==> config.mk <==
export PLATFORM = sky130hd
export DESIGN_NAME = tmon_status_alert
export DESIGN_NICKNAME = d
export VERILOG_FILES = /design/src/rtl/tmon_pkg.sv /design/src/rtl/tmon_sticky_bank.sv /design/src/rtl/tmon_cfg_reg.sv /design/src/rtl/tmon_pin_ctrl.sv /design/src/rtl/tmon_status_alert.sv
export SDC_FILE = /design/constraint.sdc
export NUM_CORES = 1
export LEC_CHECK = 0
export BUFFER_PORTS_ARGS = -buffer_cell sky130_fd_sc_hd__buf_2
export CAP_MARGIN = 20
export CELL_PAD_IN_SITES_DETAIL_PLACEMENT = 0
export CELL_PAD_IN_SITES_GLOBAL_PLACEMENT = 1
export CORE_UTILIZATION = 36
export CTS_CLUSTER_SIZE = 24
export DETAILED_ROUTE_END_ITERATION = 8
export PLACE_DENSITY = 0.86
export RECOVER_POWER = 25
export SLEW_MARGIN = 20
export SYNTH_ARGS = -nofsm -noshare
export SYNTH_HDL_FRONTEND = slang
export SYNTH_SLANG_ARGS = --single-unit
==> constraint.sdc <==
create_clock -name clk -period 1.7 [get_ports clk]
set_clock_uncertainty 0.1 [all_clocks]
set_input_delay 0.17 -clock clk [delete_from_list [all_inputs] [get_ports clk]]
set_output_delay 0.17 -clock clk [all_outputs]
set_load 0.01 [all_outputs]
==> src/rtl/tmon_pkg.sv <==
package tmon_pkg;

    localparam int DW = 8;
    localparam int AW = 8;
    localparam int NUM_KINDS = 4;

    localparam logic [AW-1:0] ADDR_SUMMARY  = 8'h02;
    localparam logic [AW-1:0] ADDR_CFG_A    = 8'h03;
    localparam logic [AW-1:0] ADDR_CFG_B    = 8'h09;
    localparam logic [AW-1:0] ADDR_DET_BASE = 8'h04;

    typedef enum logic [1:0] {
        KIND_HIGH  = 2'd0,
        KIND_LOW   = 2'd1,
        KIND_CRIT  = 2'd2,
        KIND_FAULT = 2'd3
    } evt_kind_e;

    typedef struct packed {
        logic       mask_all;
        logic       standby;
        logic       comparator;
        logic [4:0] spare;
    } cfg_t;

    typedef struct packed {
        logic       busy;
        logic [1:0] zero_hi;
        logic       high;
        logic       low;
        logic       fault;
        logic       crit;
        logic       zero_lo;
    } summary_t;

    function automatic logic [AW-1:0] det_addr(input int kind);
        return ADDR_DET_BASE + AW'(kind);
    endfunction

    function automatic logic is_cfg_addr(input logic [AW-1:0] a);
        return (a == ADDR_CFG_A) || (a == ADDR_CFG_B);
    endfunction

endpackage

==> src/rtl/tmon_sticky_bank.sv <==
module tmon_sticky_bank #(
    parameter int NUM_CH = 4
) (
    input  logic              clk,
    input  logic              rst,
    input  logic [NUM_CH-1:0] set_i,
    input  logic              clr_i,
    output logic [NUM_CH-1:0] bits_o
);
    logic [NUM_CH-1:0] bits_q;

    always_ff @(posedge clk) begin
        if (rst) begin
            bits_q <= '0;
        end else begin
            // a new event in the clearing cycle survives
            bits_q <= (clr_i ? '0 : bits_q) | set_i;
        end
    end

    assign bits_o = bits_q;
endmodule

==> src/rtl/tmon_cfg_reg.sv <==
module tmon_cfg_reg
    import tmon_pkg::*;
(
    input  logic          clk,
    input  logic          rst,
    input  logic          wr_en,
    input  logic [DW-1:0] wdata,
    output cfg_t          cfg_o
);
    cfg_t cfg_q;

    always_ff @(posedge clk) begin
        if (rst) begin
            cfg_q <= '0;
        end else if (wr_en) begin
            cfg_q <= cfg_t'(wdata);
        end
    end

    assign cfg_o = cfg_q;
endmodule

==> src/rtl/tmon_pin_ctrl.sv <==
module tmon_pin_ctrl (
    input  logic sum_high,
    input  logic sum_low,
    input  logic sum_fault,
    input  logic sum_crit,
    input  logic mask_all,
    input  logic comparator,
    input  logic standby,
    output logic alert_n,
    output logic crit_n,
    output logic conv_run
);
    logic irq_src;
    logic alert_on;

    always_comb begin
        irq_src = sum_high | sum_low | sum_fault;
        if (comparator) begin
            alert_on = sum_crit;
        end else begin
            alert_on = irq_src & ~mask_all;
        end
    end

    assign alert_n  = ~alert_on;
    assign crit_n   = ~sum_crit;
    assign conv_run = ~standby;
endmodule

==> src/rtl/tmon_status_alert.sv <==
module tmon_status_alert
    import tmon_pkg::*;
#(
    parameter int NUM_CH = 4
) (
    input  logic              clk,
    input  logic              rst,
    input  logic [7:0]        bus_addr,
    input  logic              bus_rd,
    input  logic              bus_wr,
    input  logic [7:0]        bus_wdata,
    output logic [7:0]        bus_rdata,
    input  logic [NUM_CH-1:0] evt_high,
    input  logic [NUM_CH-1:0] evt_low,
    input  logic [NUM_CH-1:0] evt_crit,
    input  logic [NUM_CH-1:0] evt_fault,
    input  logic              adc_busy,
    output logic              alert_n,
    output logic              crit_n,
    output logic              conv_run
);
    localparam int PAD = DW - NUM_CH;

    logic [NUM_CH-1:0] evt_vec  [NUM_KINDS];
    logic [NUM_CH-1:0] det_bits [NUM_KINDS];
    logic [NUM_KINDS-1:0] det_rd_hit;

    logic [NUM_CH-1:0] hi_det, lo_det, cr_det, ft_det;
    cfg_t     cfg;
    summary_t summary;
    logic [DW-1:0] rd_mux;
    logic [DW-1:0] rdata_q;

    assign evt_vec[KIND_HIGH]  = evt_high;
    assign evt_vec[KIND_LOW]   = evt_low;
    assign evt_vec[KIND_CRIT]  = evt_crit;
    assign evt_vec[KIND_FAULT] = evt_fault;

    generate
        for (genvar k = 0; k < NUM_KINDS; k++) begin : g_bank
            assign det_rd_hit[k] = bus_rd && (bus_addr == det_addr(k));
            tmon_sticky_bank #(.NUM_CH(NUM_CH)) u_bank (
                .clk    (clk),
                .rst    (rst),
                .set_i  (evt_vec[k]),
                .clr_i  (det_rd_hit[k]),
                .bits_o (det_bits[k])
            );
        end
    endgenerate

    assign hi_det = det_bits[KIND_HIGH];
    assign lo_det = det_bits[KIND_LOW];
    assign cr_det = det_bits[KIND_CRIT];
    assign ft_det = det_bits[KIND_FAULT];

    tmon_cfg_reg u_cfg (
        .clk   (clk),
        .rst   (rst),
        .wr_en (bus_wr && is_cfg_addr(bus_addr)),
        .wdata (bus_wdata),
        .cfg_o (cfg)
    );

    always_comb begin
        summary         = '0;
        summary.busy    = adc_busy;
        summary.high    = |hi_det;
        summary.low     = |lo_det;
        summary.fault   = |ft_det;
        summary.crit    = |cr_det;
    end

    always_comb begin
        rd_mux = '0;
        if (bus_addr == ADDR_SUMMARY) begin
            rd_mux = summary;
        end else if (is_cfg_addr(bus_addr)) begin
            rd_mux = cfg;
        end else begin
            for (int k = 0; k < NUM_KINDS; k++) begin
                if (bus_addr == det_addr(k)) begin
                    rd_mux = {{PAD{1'b0}}, det_bits[k]};
                end
            end
        end
    end

    always_ff @(posedge clk) begin
        if (rst) begin
            rdata_q <= '0;
        end else if (bus_rd) begin
            rdata_q <= rd_mux;
        end
    end

    assign bus_rdata = rdata_q;

    tmon_pin_ctrl u_pins (
        .sum_high   (summary.high),
        .sum_low    (summary.low),
        .sum_fault  (summary.fault),
        .sum_crit   (summary.crit),
        .mask_all   (cfg.mask_all),
        .comparator (cfg.comparator),
        .standby    (cfg.standby),
        .alert_n    (alert_n),
        .crit_n     (crit_n),
        .conv_run   (conv_run)
    );
endmodule

### Yosys cells after proc, flatten, opt, wreduce, memory -nomap -nowiden

Index checks and enable logic that the tools add are counted.

| cells by class | value |
|---|---|
| reductions and logical operators | 10 |
| equal/unequal tests | 7 |
| bitwise logic cells | 11 |
| multiplexer cells | 11 |

Operator list:

| kind | count |
|---|---|
| $mux W8 | 5 |
| $eq A8 B3 Y1 const B | 4 |
| $mux W4 | 5 |
| $eq A8 B2 Y1 const B | 2 |
| $or A4 B4 Y4 | 4 |
| $reduce_or A4 Y1 | 4 |
| $eq A8 B4 Y1 const B | 1 |
| $logic_and A1 B1 Y1 | 5 |
| $not A1 Y1 | 4 |
| $or A1 B1 Y1 | 2 |
| $and A1 B1 Y1 | 1 |
| $logic_or A1 B1 Y1 | 1 |
| $mux W1 | 1 |

| storage, ports and cells | value |
|---|---|
| bits of input ports | 37 |
| output and inout port bits | 11 |
| register bits after elaboration | 32 |
| word-level logic and storage cells | 48 |

### Longest topological paths before layout

| depth | value |
|---|---|
| depth after elaboration | 7 |
| gate-level depth with buffers | 7 |
| gate-level depth less buffers | 5 |

### Hierarchy

Synthesis repeated with hierarchy kept, for this count alone.

| unflattened totals | value |
|---|---|
| cell total of the unflattened synthesis | 184 |
| area, all modules | 1586.5 µm² |

By module, submodules not included:

| module | instances | area each (µm²) | cells an instance |
|---|---|---|---|
| tmon_status_alert | 1 | 715.7 | 89 |
| tmon_sticky_bank | 4 | 140.1 | 16 |
| tmon_cfg_reg | 1 | 285.3 | 26 |
| tmon_pin_ctrl | 1 | 25.0 | 5 |

### Worst setup path after synthesis

Ideal clock, no wire load.

| timing | value |
|---|---|
| path type | input to register |
| start | input bus_addr[4] |
| end | register g_bank[2].u_bank.bits_q[0] |
| data arrival time | 1.345 ns |
| path slack | 0.124 ns |
| required time | 1.469 ns |
| library setup time | 0.131 ns |
| buffers on the path | 1 |
| stages on the path | 6 |
| path through | or3_1 > buf_6 > nor3_4 > nand4b_1 > a21oi_1 > nor2_1 |

| on the way | value |
|---|---|
| longest elaborated chain between the ends | 4 |

RTL lines:

| item | RTL line | text |
|---|---|---|
| start: declaration | tmon_status_alert.sv:8 | `input logic [7:0] bus_addr,` |
| $eq A8 B3 Y1 | tmon_status_alert.sv:41 | `assign det_rd_hit[k] = bus_rd && (bus_addr == det_addr(k));` |
| $logic_and A1 B1 Y1 | tmon_status_alert.sv:41 |  |
| $mux W4 | tmon_sticky_bank.sv:17 | `bits_q <= (clr_i ? '0 : bits_q) \| set_i;` |
| $or A4 B4 Y4 | tmon_sticky_bank.sv:17 |  |
| end signal: assignment | tmon_sticky_bank.sv:17 |  |
| end: declaration | tmon_sticky_bank.sv:10 | `logic [NUM_CH-1:0] bits_q;` |

Every way passes these cells.
A chain may end at the register's enable or synchronous reset.

### Worst setup path after layout

| timing | value |
|---|---|
| start | register g_bank[1].u_bank.bits_q[2] |
| end | output alert_n |

| on the way | value |
|---|---|
| longest elaborated chain between the ends | 6 |

RTL lines:

| item | RTL line | text |
|---|---|---|
| start: declaration | tmon_sticky_bank.sv:10 |  |
| start signal: assignment | tmon_sticky_bank.sv:17 |  |
| $reduce_or A4 Y1 | tmon_status_alert.sv:69 | `summary.low = \|lo_det;` |
| $or A1 B1 Y1 (2 in series) | tmon_pin_ctrl.sv:17 | `irq_src = sum_high \| sum_low \| sum_fault;` |
| $and A1 B1 Y1 | tmon_pin_ctrl.sv:21 | `alert_on = irq_src & ~mask_all;` |
| $mux W1 | tmon_pin_ctrl.sv:18 | `if (comparator) begin` |
| $not A1 Y1 | tmon_pin_ctrl.sv:25 | `assign alert_n = ~alert_on;` |
| end: declaration | tmon_status_alert.sv:18 | `output logic alert_n,` |

Every way passes these cells.

==> flow_summary.json <==
{
  "synth.net_count": 216,
  "drc": 0,
  "cts_tree": "yes",
  "worst_hold_path.endpoint": "g_bank[1].u_bank.bits_o[3]",
  "worstSetupEndpointType": "output pin",
  "synth_area_per_cell_um2": 8.556,
  "switching_power_uw": 421.3,
  "synth_compound_area_frac": 0.2386,
  "clk_pin_slew_worst_paths_ps": 70,
  "slew_headroom": 0.7084,
  "grt_usage": 0.1847,
  "critPathKind": "flop to output pin",
  "async_reset_ff_frac": 0,
  "cellPowerDensity_nw_per_um2": 772.5,
  "fmax_mhz": 610.7,
  "die_y_um": 67.23,
  "diodes": 0,
  "numCtsBuffers": 5,
  "wl_per_cell_um": 12.79,
  "synth_seq_cells": 32,
  "grt_setup_unrepaired": "true",
  "coreArea_um2": 4029,
  "num_io_pins": 48,
  "ir_worst_vdd_mv": 0.5012,
  "yosysSeqAreaShare": 0.4183,
  "setup_violations": 0,
  "cts_max_level": 2,
  "synth_edf_count": 0,
  "drt_iter0_drc": 110,
  "rr_startpoint": "g_bank[3].u_bank.bits_o[0]",
  "row_count": 23,
  "power_uw": 1661,
  "final_common_cell": "buf_2",
  "synth_xor_area_frac": 0.005719,
  "timing.hold.ws_ps": -2.793,
  "syn-cell-area_um2": 1531,
  "worst_r2r_endpoint": "bus_rdata[2]",
  "min_from": "evt_low[3]",
  "initial_core_util": 0.3801,
  "holdPathStages": 3,
  "leakage_uw": 0.0008762,
  "pwr-share-comb": 0.146,
  "finalCritPeriodShare": 0.9632,
  "synth_mux_area_frac": 0.03595,
  "drv_cap": 0,
  "ys.flop_type": "dfxtp_1",
  "dieArea_um2": 4519,
  "placed_area_um2": 1856,
  "cts.sinks": 32,
  "critPathMaxFanout": 3,
  "startpoint_type": "flop",
  "grt_pass1_wl_um": 6141,
  "first_pass_iters": 4,
  "clockBufferDepth": 2,
  "synth_top_cell_by_area": "dfxtp_1",
  "syn_inst": 179,
  "synthTopCellsByArea": "dfxtp_1 (42%), a21oi_1 (8.5%), nor2_1 (5.1%)",
  "multi_input_area_um2": 878.3,
  "grt_overflow": 0,
  "power_frac_seq": 0.493,
  "grt_max_degree": 24,
  "vias": 1534,
  "ant_nets": 0,
  "grt_pass1_vias": 1350,
  "final_cell_mix": "buf_2 (38), dfxtp_1 (29), a21oi_1 (26), nor2_1 (21), nand2_1 (19)",
  "ff2ff_setup_slack_ps": 70,
  "nFillCells": 411,
  "fin_nets": 288,
  "dp_hpwl_um": 2840,
  "io_buffers": 47,
  "yosys_warnings": 0,
  "rr_worst_depth": 9,
  "worstMarginPinSlew_ps": 437.3,
  "clock_latency_ps": 290,
  "critPathArrivalTime_ps": 1370,
  "area_growth_pct": 40.36,
  "synth_top_cell_area_share": 0.4183,
  "slew_viol_final": 0,
  "status": "finished, violations left",
  "layout-drive-gt1-share": 0.3214,
  "cts-root-buf": "clkbuf_8",
  "place.gp.congestion": 0.8573,
  "synth_cell_types": 37,
  "synth_adder_area_share": 0,
  "seqCellArea_um2": 644.4,
  "setup_tns_ps": 0,
  "yosys.area_share.simple": 0.2598,
  "totalWireLength_um": 3863,
  "sw_frac_of_total": 0.2537,
  "cp.required_ps": 1430,
  "chipWidth_um": 67.23,
  "hold_path_class": "input port to flop",
  "hold_viol": 1,
  "startpoint": "g_bank[1].u_bank.bits_o[2]",
  "synth_top_family_by_area": "simple AND/OR/NAND/NOR gates",
  "via_per_inst": 5.079,
  "clockPowerShare": 0.361,
  "violations": "hold timing",
  "internal_power_uw": 1239,
  "antenna_found_initial": 0,
  "design_area_um2": 2150,
  "period_needed_ps": 1637
}
==> worst max-delay path, stage by stage, from the launching register on <==
cell	delay, ps
dfxtp_1	350
nor4_4	320
a31oi_1	130
o21ai_1	140
buf_2	150
==> synthesized netlist by cell type, types with 3 or more instances <==
cell type / count
a21oi_2: 3
nand2b_1: 9
dfxtp_1: 32
mux2_2: 4
nand4_1: 3
a21oi_1: 26
nor2_1: 21
a2bb2oi_1: 3
nor4_1: 4
nand2_1: 19
clkbuf_1: 6
a22o_1: 4
o41ai_1: 3
a21o_1: 4
o21bai_1: 3
nand3_1: 6
a21boi_0: 3
o21ai_0: 3
==> per-layer routing <==
metal	routed length, um	part of all wire	GRT usage	up-vias
met4	42	0.011	0.07181	0
met3	214	0.055	0.04561	4
met1	1880	0.49	0.2477	690
met5	0	0	0	-
li1	-	-	-	792
met2	1725	0.45	0.2825	48
==> kinds of logic (layout without fill, tap and decap cells) <==
| group | count (synthesis) | count (layout) |
|---|---|---|
| buf+inv | 12 | 85 |
| simple gates | 73 | 73 |
| mux | 5 | 5 |
| flops | 32 | 32 |
| xor+xnor | 1 | 1 |
| compound gates | 56 | 56 |
==> worst max-delay path by stage <==
stage / slack, ps / cells past startpoint / to
floorplan: 120 / 6 / g_bank[2].u_bank.bits_o[0]
global placement: -70 / 6 / g_bank[2].u_bank.bits_o[2]
detailed placement: -90 / 6 / g_bank[3].u_bank.bits_o[2]
CTS: 40 / 4 / alert_n
global route: -2 / 9 / bus_rdata[2]
finish: 60 / 4 / alert_n
==> state kept, by name (all words and copies together) (netlist names) <==
signal and cells:
g_bank.u_bank.bits_o 16, bus_rdata 8, u_cfg.cfg_o 8
==> layout make-up <==
cell class / count / area share
well taps: 50 / 0.02910
inverters: 2 / 0.003492
multi-input cells: 135 / 0.4086
clock buffers: 6 / 0.03842
clock inverters: 2 / 0.004657
repair buffers: 75 / 0.2159
flip-flops and latches: 32 / 0.2998
==> metrics by stage <==
stage / util / worst slack, ps / instances / hold slack (ps)
6_report: 0.5335 / 62.55 / 302 / -2.793
5_1_grt: 0.5335 / -1.585 / 302 / 9.105
4_1_cts: 0.5295 / 37.72 / 302 / 1.196
3_5_place_dp: 0.4606 / -85.44 / 277 / 281.1
3_3_place_gp: 0.4606 / -67.25 / 277 / 274.2
2_1_floorplan: - / 124.1 / 179 / 187.4
==> what timing repair did <==
action,in CTS,in global routing
hold endpoints to repair,12,0
hold buffers,12,0
pin swaps,1,2
setup buffers,5,0
setup endpoints to repair,1,2
resized for setup,5,6
==> power groups by stage <==
stage	Sequential, uW	Combinational, uW	Clock (uW)
after CTS	810	239	612
after detailed placement	821	200	0
after global placement	821	199	0
after global routing	821	266	644
after floorplan	816	115	0
final	818	243	600
Power figures use the tool's default switching activity.
